--- config.mk ---
export PLATFORM = sky130hd
export DESIGN_NAME = chain_route_stage
export DESIGN_NICKNAME = d
export VERILOG_FILES = /design/src/rtl/chain_route_pkg.sv /design/src/rtl/chain_partner.sv /design/src/rtl/route_select.sv /design/src/rtl/chain_route_stage.sv
export SDC_FILE = /design/constraint.sdc
export NUM_CORES = 1
export LEC_CHECK = 0
export BUFFER_PORTS_ARGS = -buffer_cell sky130_fd_sc_hd__buf_4
export CAP_MARGIN = 0
export CORE_UTILIZATION = 42
export CTS_CLUSTER_DIAMETER = 60
export DETAILED_ROUTE_END_ITERATION = 6
export PLACE_DENSITY_LB_ADDON = 0.15
export SLEW_MARGIN = 30
export SYNTH_ARGS = -nofsm -noshare
export SYNTH_HDL_FRONTEND = slang
export SYNTH_SLANG_ARGS = --single-unit
--- constraint.sdc ---
create_clock -name clk -period 3.4 [get_ports clk]
set_input_delay 0.51 -clock clk [delete_from_list [all_inputs] [get_ports clk]]
set_output_delay 0.51 -clock clk [all_outputs]
set_load 0.1 [all_outputs]
--- src/rtl/chain_route_pkg.sv ---
package chain_route_pkg;
  typedef enum logic [1:0] {
    PORT_UPPER = 2'd0,
    PORT_LOWER = 2'd1,
    PORT_CHAIN = 2'd2,
    PORT_NONE  = 2'd3
  } route_port_e;
endpackage

--- src/rtl/chain_partner.sv ---
module chain_partner #(
  parameter int SW_W       = 3,
  parameter int STG_W      = 2,
  parameter bit CHAIN_DOWN = 1'b0
) (
  input  logic [SW_W-1:0]  self_idx,
  input  logic [STG_W-1:0] stage,
  output logic [SW_W-1:0]  partner
);
  logic [SW_W-1:0] offset;
  assign offset = SW_W'(1) << stage;

  // modulo 2^SW_W comes from truncation to SW_W bits
  generate
    if (CHAIN_DOWN) begin : g_down
      assign partner = self_idx + offset;
    end else begin : g_up
      assign partner = self_idx - offset;
    end
  endgenerate
endmodule

--- src/rtl/route_select.sv ---
module route_select
  import chain_route_pkg::*;
#(
  parameter int N_LOG2     = 3,
  parameter int STG_W      = 2,
  parameter bit CHAIN_DOWN = 1'b0
) (
  input  logic [STG_W-1:0]  stage,
  input  logic [N_LOG2-1:0] self_idx,
  input  logic [N_LOG2-1:0] tag,
  input  logic              up_flt,
  input  logic              lo_flt,
  input  logic              chain_blocked,
  output route_port_e       port
);
  logic want_lo;
  logic last_stage;
  logic absent_up;
  logic absent_lo;
  logic up_ok;
  logic lo_ok;
  logic normal_ok;

  always_comb begin
    want_lo = 1'b0;
    for (int k = 0; k < N_LOG2; k++) begin
      if (stage == STG_W'(k)) want_lo = tag[N_LOG2-1-k];
    end
  end

  assign last_stage = (stage == STG_W'(N_LOG2-1));

  // the straight output of switch j is the one indexed by j[0]
  generate
    if (CHAIN_DOWN) begin : g_down
      assign absent_up = last_stage & self_idx[0];
      assign absent_lo = 1'b0;
    end else begin : g_up
      assign absent_up = 1'b0;
      assign absent_lo = last_stage & ~self_idx[0];
    end
  endgenerate

  assign up_ok     = ~up_flt & ~absent_up;
  assign lo_ok     = ~lo_flt & ~absent_lo;
  assign normal_ok = want_lo ? lo_ok : up_ok;

  always_comb begin
    if (normal_ok)           port = want_lo ? PORT_LOWER : PORT_UPPER;
    else if (!chain_blocked) port = PORT_CHAIN;
    else                     port = PORT_NONE;
  end
endmodule

--- src/rtl/chain_route_stage.sv ---
module chain_route_stage
  import chain_route_pkg::*;
#(
  parameter int N_LOG2     = 3,
  parameter bit CHAIN_DOWN = 1'b0,
  localparam int NUM_SW    = 1 << N_LOG2,
  localparam int STG_W     = (N_LOG2 > 1) ? $clog2(N_LOG2) : 1
) (
  input  logic              clk,
  input  logic              rst,
  input  logic              req_valid,
  input  logic [STG_W-1:0]  req_stage,
  input  logic [N_LOG2-1:0] req_switch,
  input  logic [N_LOG2-1:0] req_tag,
  input  logic [NUM_SW-1:0] fault_upper,
  input  logic [NUM_SW-1:0] fault_lower,
  input  logic [NUM_SW-1:0] fault_chain,
  input  logic [NUM_SW-1:0] fault_switch,
  output logic              out_valid,
  output logic [1:0]        out_port,
  output logic [N_LOG2-1:0] out_partner,
  output logic [N_LOG2-1:0] out_tag,
  output logic              out_drop
);
  logic [N_LOG2-1:0] partner;
  logic              chain_blocked;
  route_port_e       port_sel;

  chain_partner #(
    .SW_W(N_LOG2), .STG_W(STG_W), .CHAIN_DOWN(CHAIN_DOWN)
  ) u_partner (
    .self_idx(req_switch),
    .stage   (req_stage),
    .partner (partner)
  );

  assign chain_blocked = fault_chain[req_switch] | fault_switch[partner];

  route_select #(
    .N_LOG2(N_LOG2), .STG_W(STG_W), .CHAIN_DOWN(CHAIN_DOWN)
  ) u_select (
    .stage        (req_stage),
    .self_idx     (req_switch),
    .tag          (req_tag),
    .up_flt       (fault_upper[req_switch]),
    .lo_flt       (fault_lower[req_switch]),
    .chain_blocked(chain_blocked),
    .port         (port_sel)
  );

  always_ff @(posedge clk) begin
    if (rst) begin
      out_valid   <= 1'b0;
      out_drop    <= 1'b0;
      out_port    <= PORT_NONE;
      out_partner <= '0;
      out_tag     <= '0;
    end else begin
      out_valid <= req_valid;
      out_drop  <= req_valid && (port_sel == PORT_NONE);
      if (req_valid) begin
        out_port    <= port_sel;
        out_partner <= partner;
        out_tag     <= req_tag;
      end
    end
  end


  valid_latency_chk: assert property (@(posedge clk) disable iff (rst)
    req_valid |=> out_valid);


  idle_chk: assert property (@(posedge clk) disable iff (rst)
    !req_valid |=> (!out_valid && !out_drop));


  tag_carry_chk: assert property (@(posedge clk) disable iff (rst)
    req_valid |=> (out_tag == $past(req_tag)));


  drop_port_chk: assert property (@(posedge clk) disable iff (rst)
    out_drop |-> (out_valid && out_port == PORT_NONE));


  chain_clear_chk: assert property (@(posedge clk) disable iff (rst)
    (req_valid && fault_chain[req_switch]) |=> (out_port != PORT_CHAIN));
endmodule

After elaboration in Yosys (flattened, before gate mapping)
Cells that the tools add are included.

cells by class
  add/subtract/negate cells = 1
  magnitude comparators = 2
  eq/ne operators = 3
  shift-type cells = 1
  muxes and demuxes = 15
  bitwise gates (word level) = 7
  reductions and logical operators = 2

operators with widths
  cell                                                 count
  binary-select mux 1 bit (select 3 bit)               4
  two-way mux 1 bit                                    10
  < comparator 3 x 4 -> 1 bit (second input constant)  2
  == test 2 bit (second input constant)                2
  inverter 1 bit                                       4
  left shift 1 x 2 -> 3 bit (first input constant)     1
  subtractor 3 bit                                     1
  AND 1 bit                                            2
  == test 2 x 1 -> 1 bit (second input constant)       1
  zero test 2 bit                                      1
  two-way mux 2 bit                                    1
  logical AND 1 bit                                    1
  OR 1 bit                                             1

storage, ports and cells
  register bits = 10
  input bits = 43
  output and inout bits = 10
  word-level logic and storage cells = 36

Logic depth before layout (Yosys ltp)
  depth in word-level cells = 9
  gate-level depth with buffers = 10
  mapped depth without buffers = 9

Cells and area by module
From an unflattened synthesis, not the netlist that was laid out.

second synthesis, totals
  cell total of the unflattened synthesis = 68
  area total of the unflattened synthesis = 765.7 um2

by module, submodules not included
  module             times used  cells each  area an instance (um2)  seq. area each (um2)
  chain_route_stage  1           45          589.3                   200.2
  route_select       1           12          93.8                    0.0
  chain_partner      1           11          82.6                    0.0

Least setup slack after synthesis
No wires, ideal clock.

  path kind = input-to-reg
  start point = input req_switch[0]
  end point = register out_port[0]
  setup time = 0.120 ns
  arrival time = 2.037 ns
  required time = 3.280 ns
  path slack = 1.243 ns
  cell stages on the path = 9
  path buffers = 1
  path through = buf_6 > inv_1 > ha_1 > inv_1 > fa_1 > mux4_2 > nand2b_1 > nand3_1 > o31a_1

on the way
  cells in the longest elaborated chain, start to end = 6
  elaborated cells on any way between the ends = 19
  those cells by class = add/sub (1); mux (11); bitwise (7)

ends and longest elaborated chain
  what                                     line                     RTL
  start: declaration                       chain_route_stage.sv:13  input logic [N_LOG2-1:0] req_switch,
  subtractor 3 bit                         chain_partner.sv:18      assign partner = self_idx - offset;
  via partner[1]                           chain_route_stage.sv:25  logic [N_LOG2-1:0] partner;
  binary-select mux 1 bit (select 3 bit)   chain_route_stage.sv:37  assign chain_blocked = fault_chain[req_switch] | fault_switch[partner];
  two-way mux 1 bit (not written as such)  chain_route_stage.sv:37
  OR 1 bit                                 chain_route_stage.sv:37
  two-way mux 1 bit                        route_select.sv:50       else if (!chain_blocked) port = PORT_CHAIN;
  two-way mux 2 bit                        route_select.sv:49       if (normal_ok) port = want_lo ? PORT_LOWER : PORT_UPPER;
  end signal: assignment                   chain_route_stage.sv:62  out_port <= port_sel;
  end: declaration                         chain_route_stage.sv:20  output logic [1:0] out_port,

The timed path passes the listed nets, and every way through them passes these cells. The select of a mux whose other input is x is not followed.
A chain may end at the register's enable or synchronous reset.

Final worst setup path
  start point = input req_stage[1]
  end point = register out_port[0]

on the way
  cells in the longest elaborated chain, start to end = 7
  elaborated cells on any way between the ends = 18
  those cells by class = add/sub (1); eq/ne (2); shift (1); mux (9); bitwise (4); reduce/logical (1)

ends and longest elaborated chain
  what                                     line                     RTL
  start: declaration                       chain_route_stage.sv:12  input logic [STG_W-1:0] req_stage,
  left shift 1 x 2 -> 3 bit                chain_partner.sv:11      assign offset = SW_W'(1) << stage;
  subtractor 3 bit                         chain_partner.sv:18
  via partner[1]                           chain_route_stage.sv:25
  binary-select mux 1 bit (select 3 bit)   chain_route_stage.sv:37
  two-way mux 1 bit (not written as such)  chain_route_stage.sv:37
  OR 1 bit                                 chain_route_stage.sv:37
  two-way mux 1 bit                        route_select.sv:50
  two-way mux 2 bit                        route_select.sv:49

The timed path passes the listed nets, and every way through them passes these cells. The select of a mux whose other input is x is not followed.

==> impl_metrics.csv <==
group,metric,value,unit
timing,grt_setup_unrepaired,"no",
worst_setup_path,crit_path_top_delay_cell,"fa_1",
cts,clk_latency,280,ps
timing,tightest_slew,298,ps
cells_and_area,syn2layout_area_growth,59.3,%
global_routing,grt_max_degree,13,
synthesis,syn-num-nets,109,
global_routing,grt_pass1_wl,2870,um
placement,io_buffer_count,52,
timing,finalSetupViolCount,0,
status,run_status,"completed",
route,num_vias,699,
worst_setup_path,rr_startpoint,"out_port[1]",
worst_setup_path,cp.required,3570,ps
timing,relSlewSlack,0.802,
hold_path,worstHoldStart,"rst",
hold_path,holdPathEnd,"out_partner[2]",
cts,clk_pin_slew_worst_paths,70,ps
synthesis,synth-seq-area-share,0.283,
hold_path,hold_depth,2,
power,intPower,0.272,mW
power,power.switching,0.162,mW
cts,post-cts-setup-buffers,0,
cts,ctsHoldBuffers,0,
worst_setup_path,critPathCaptureType,"flop",
route,initialDrtViolationCount,9,
floorplanning,start_util,0.459,
route,drc,0,
cts,clock_sinks,10,
timing,drv_slew,0,
timing,fin_crit_sh,0.612,
floorplanning,io_pins,53,
synthesis,yosysTopAreaCell,"dfxtp_1",
power,ir_drop,0.317,mV
placement,gp_congestion,0.721,
cells_and_area,drive_gt1_frac,0.557,
global_routing,grt_pass1_vias,730,
worst_setup_path,start_kind,"input port",
power,clockPowerShare,0.254,
timing,fmax,0.481,GHz
cells_and_area,fin_area,0.00113,mm2
cts,cts_buffers,3,
timing,timing.final.ws_setup,1320,ps
cts,post_cts_resized,0,
cts,cts.path.max_buffers,2,
worst_setup_path,timing.rr.end,"out_port[1]",
placement,post-place-ws,1020,ps
synthesis,synth_top_area_frac,0.283,
cts,cts_tree,"done",
global_routing,track_usage,0.222,
synthesis,ys_seq_elements,10,
floorplanning,core_area,0.00154,mm2
synthesis,avgSynthCellArea,11.0,um2
cells_and_area,final_cell_mix,"52 x buf_4, 10 x dfxtp_1, 9 x nor2_1",
cells_and_area,antenna_cells,0,
power,p_per_area,386,mW/mm2
route,drt-total-wl,1830,um
timing,setup_tns,0,ps
worst_setup_path,slowest_delay,560,ps
route,ant_nets,0,
timing,finalHoldViolations,0,
cts,htreeDepth,1,
timing,skew,0,ps
floorplanning,dieArea,0.00185,mm2
route,avgRoutedWirePerCell,13.9,um
worst_setup_path,path_class,"in2reg",
cells_and_area,fin_cells,131,
power,seqPwrFrac,0.302,
worst_setup_path,crit_path_cell_trace,"buf_4 -> nor2_1 -> ha_1 -> inv_1 -> fa_1 -> mux4_2 -> nand2_1 -> nand3_1 -> o31a_1",
cells_and_area,final_common_cell,"buf_4",
placement,place_inst,127,
flow_run,maxCapViolCount,0,
floorplanning,row_count,14,
cells_and_area,final_nets,161,
synthesis,yosysWarnings,0,
placement,placed_area,0.00109,mm2
synthesis,ys_types,26,
timing,min_period,2080,ps
power,static-leakage-power,0.542,nW
power,power_frac_comb,0.444,
synthesis,synthCells,64,
worst_setup_path,cp_max_fo,4,
floorplanning,die_h,43.0,um
worst_setup_path,startpoint,"req_stage[1]",
global_routing,overflow,0,
worst_setup_path,reg2reg_slack,2610,ps
route,via_per_inst,5.34,
synthesis,yosys-top-cells-area,"dfxtp_1 28%, mux4_2 19%, mux2i_1 8.5%",
power,swShare,0.373,
placement,hpwl,1580,um
global_routing,antenna_found_initial,0,
cts,clockRootBuffer,"clkbuf_4",
hold_path,hold_class,"in2reg",
synthesis,synth_area,707,um2
floorplanning,die_w,43.0,um
route,drt_first_pass_iters,4,
worst_setup_path,reg2reg_depth,2,
worst_setup_path,cp_data_arrival_time,2250,ps
## cells in the mapped netlist, drive strengths merged
| cell type | instances |
|---|---|
| ha | 1 |
| nor3 | 2 |
| nand2 | 1 |
| nor2b | 3 |
| mux4 | 8 |
| o2bb2ai | 1 |
| and3 | 1 |
| xnor2 | 2 |
| clkbuf | 3 |
| a211oi | 2 |
| dfxtp | 10 |
| inv | 3 |
| o31a | 1 |
| nor2 | 10 |
| o21a | 1 |
| nand3 | 1 |
| fa | 1 |
| mux2i | 6 |
| buf | 2 |
| mux2 | 1 |
| nand2b | 2 |
| a211o | 1 |
| a21oi | 1 |
## power by group through the flow
stage                     Sequential, mW  Combinational (mW)  Clock, mW
after global placement             0.133               0.189          0
final                              0.131               0.193      0.110
after detailed placement           0.134               0.194          0
after floorplan                    0.202              0.0638          0
after CTS                          0.131               0.194      0.111
after global routing               0.132               0.203      0.116
## per-layer routing
metal | wire length (um) | track usage | share of wire | vias to the layer above
li1 | - | - | - | 343
met1 | 618 | 0.208 | 0.34 | 310
met2 | 1040 | 0.418 | 0.57 | 39
met3 | 121 | 0.0511 | 0.066 | 7
met4 | 49 | 0.145 | 0.027 | 0
met5 | 0 | 0 | 0 | -
## area by class of cell
cell class / count / area [um2]
Inverter: 3 / 11.3
Tap cell: 16 / 20.0
Multi-Input combinational cell: 46 / 468
Sequential cell: 10 / 200
Timing Repair Buffer: 52 / 390
Fill cell: 122 / 415
Clock buffer: 4 / 36.3
## critical path, delay by kind of cell
family | cells | cell delay [ps]
buffers and inverters | 2 | 170
AOI/OAI and AO/OA | 1 | 240
muxes | 1 | 330
and+or+nand+nor | 3 | 280
adders and majority gates | 2 | 720
## stage by stage
step / util / total power [mW] / hold slack, ps
2_1_floorplan: - / 0.266 / 657
3_3_place_gp: 0.707 / 0.322 / 470
3_5_place_dp: 0.707 / 0.328 / 485
4_1_cts: 0.731 / 0.436 / 468
5_1_grt: 0.731 / 0.451 / 471
6_report: 0.731 / 0.434 / 468
## cell families (layout without fill, tap and decap cells)
kind of cell | after synthesis | count (layout) | share of synthesized area
and+or+nand+nor | 20 | 20 | 0.143
AOI/OAI and AO/OA | 7 | 7 | 0.0761
buffers and inverters | 8 | 59 | 0.0549
muxes | 15 | 15 | 0.372
DFF | 10 | 10 | 0.283
adders and majority gates | 2 | 2 | 0.0460
xor gates and xnor gates | 2 | 2 | 0.0248
## flip-flops by register name (all words and copies together), names as in the netlist
name,flops
out_tag,3
out_partner,3
out_drop,1
out_port,2
out_valid,1
## worst max-delay path by stage
stage | end | slack [ps] | depth (start not counted)
after floorplan | out_port[0] | 1240 | 9
after global placement | out_port[0] | 1150 | 9
after detailed placement | out_port[0] | 1020 | 9
after CTS | out_port[0] | 1320 | 9
after global routing | out_port[0] | 1210 | 10
final | out_port[0] | 1320 | 9
Power figures use the tool's default switching activity.
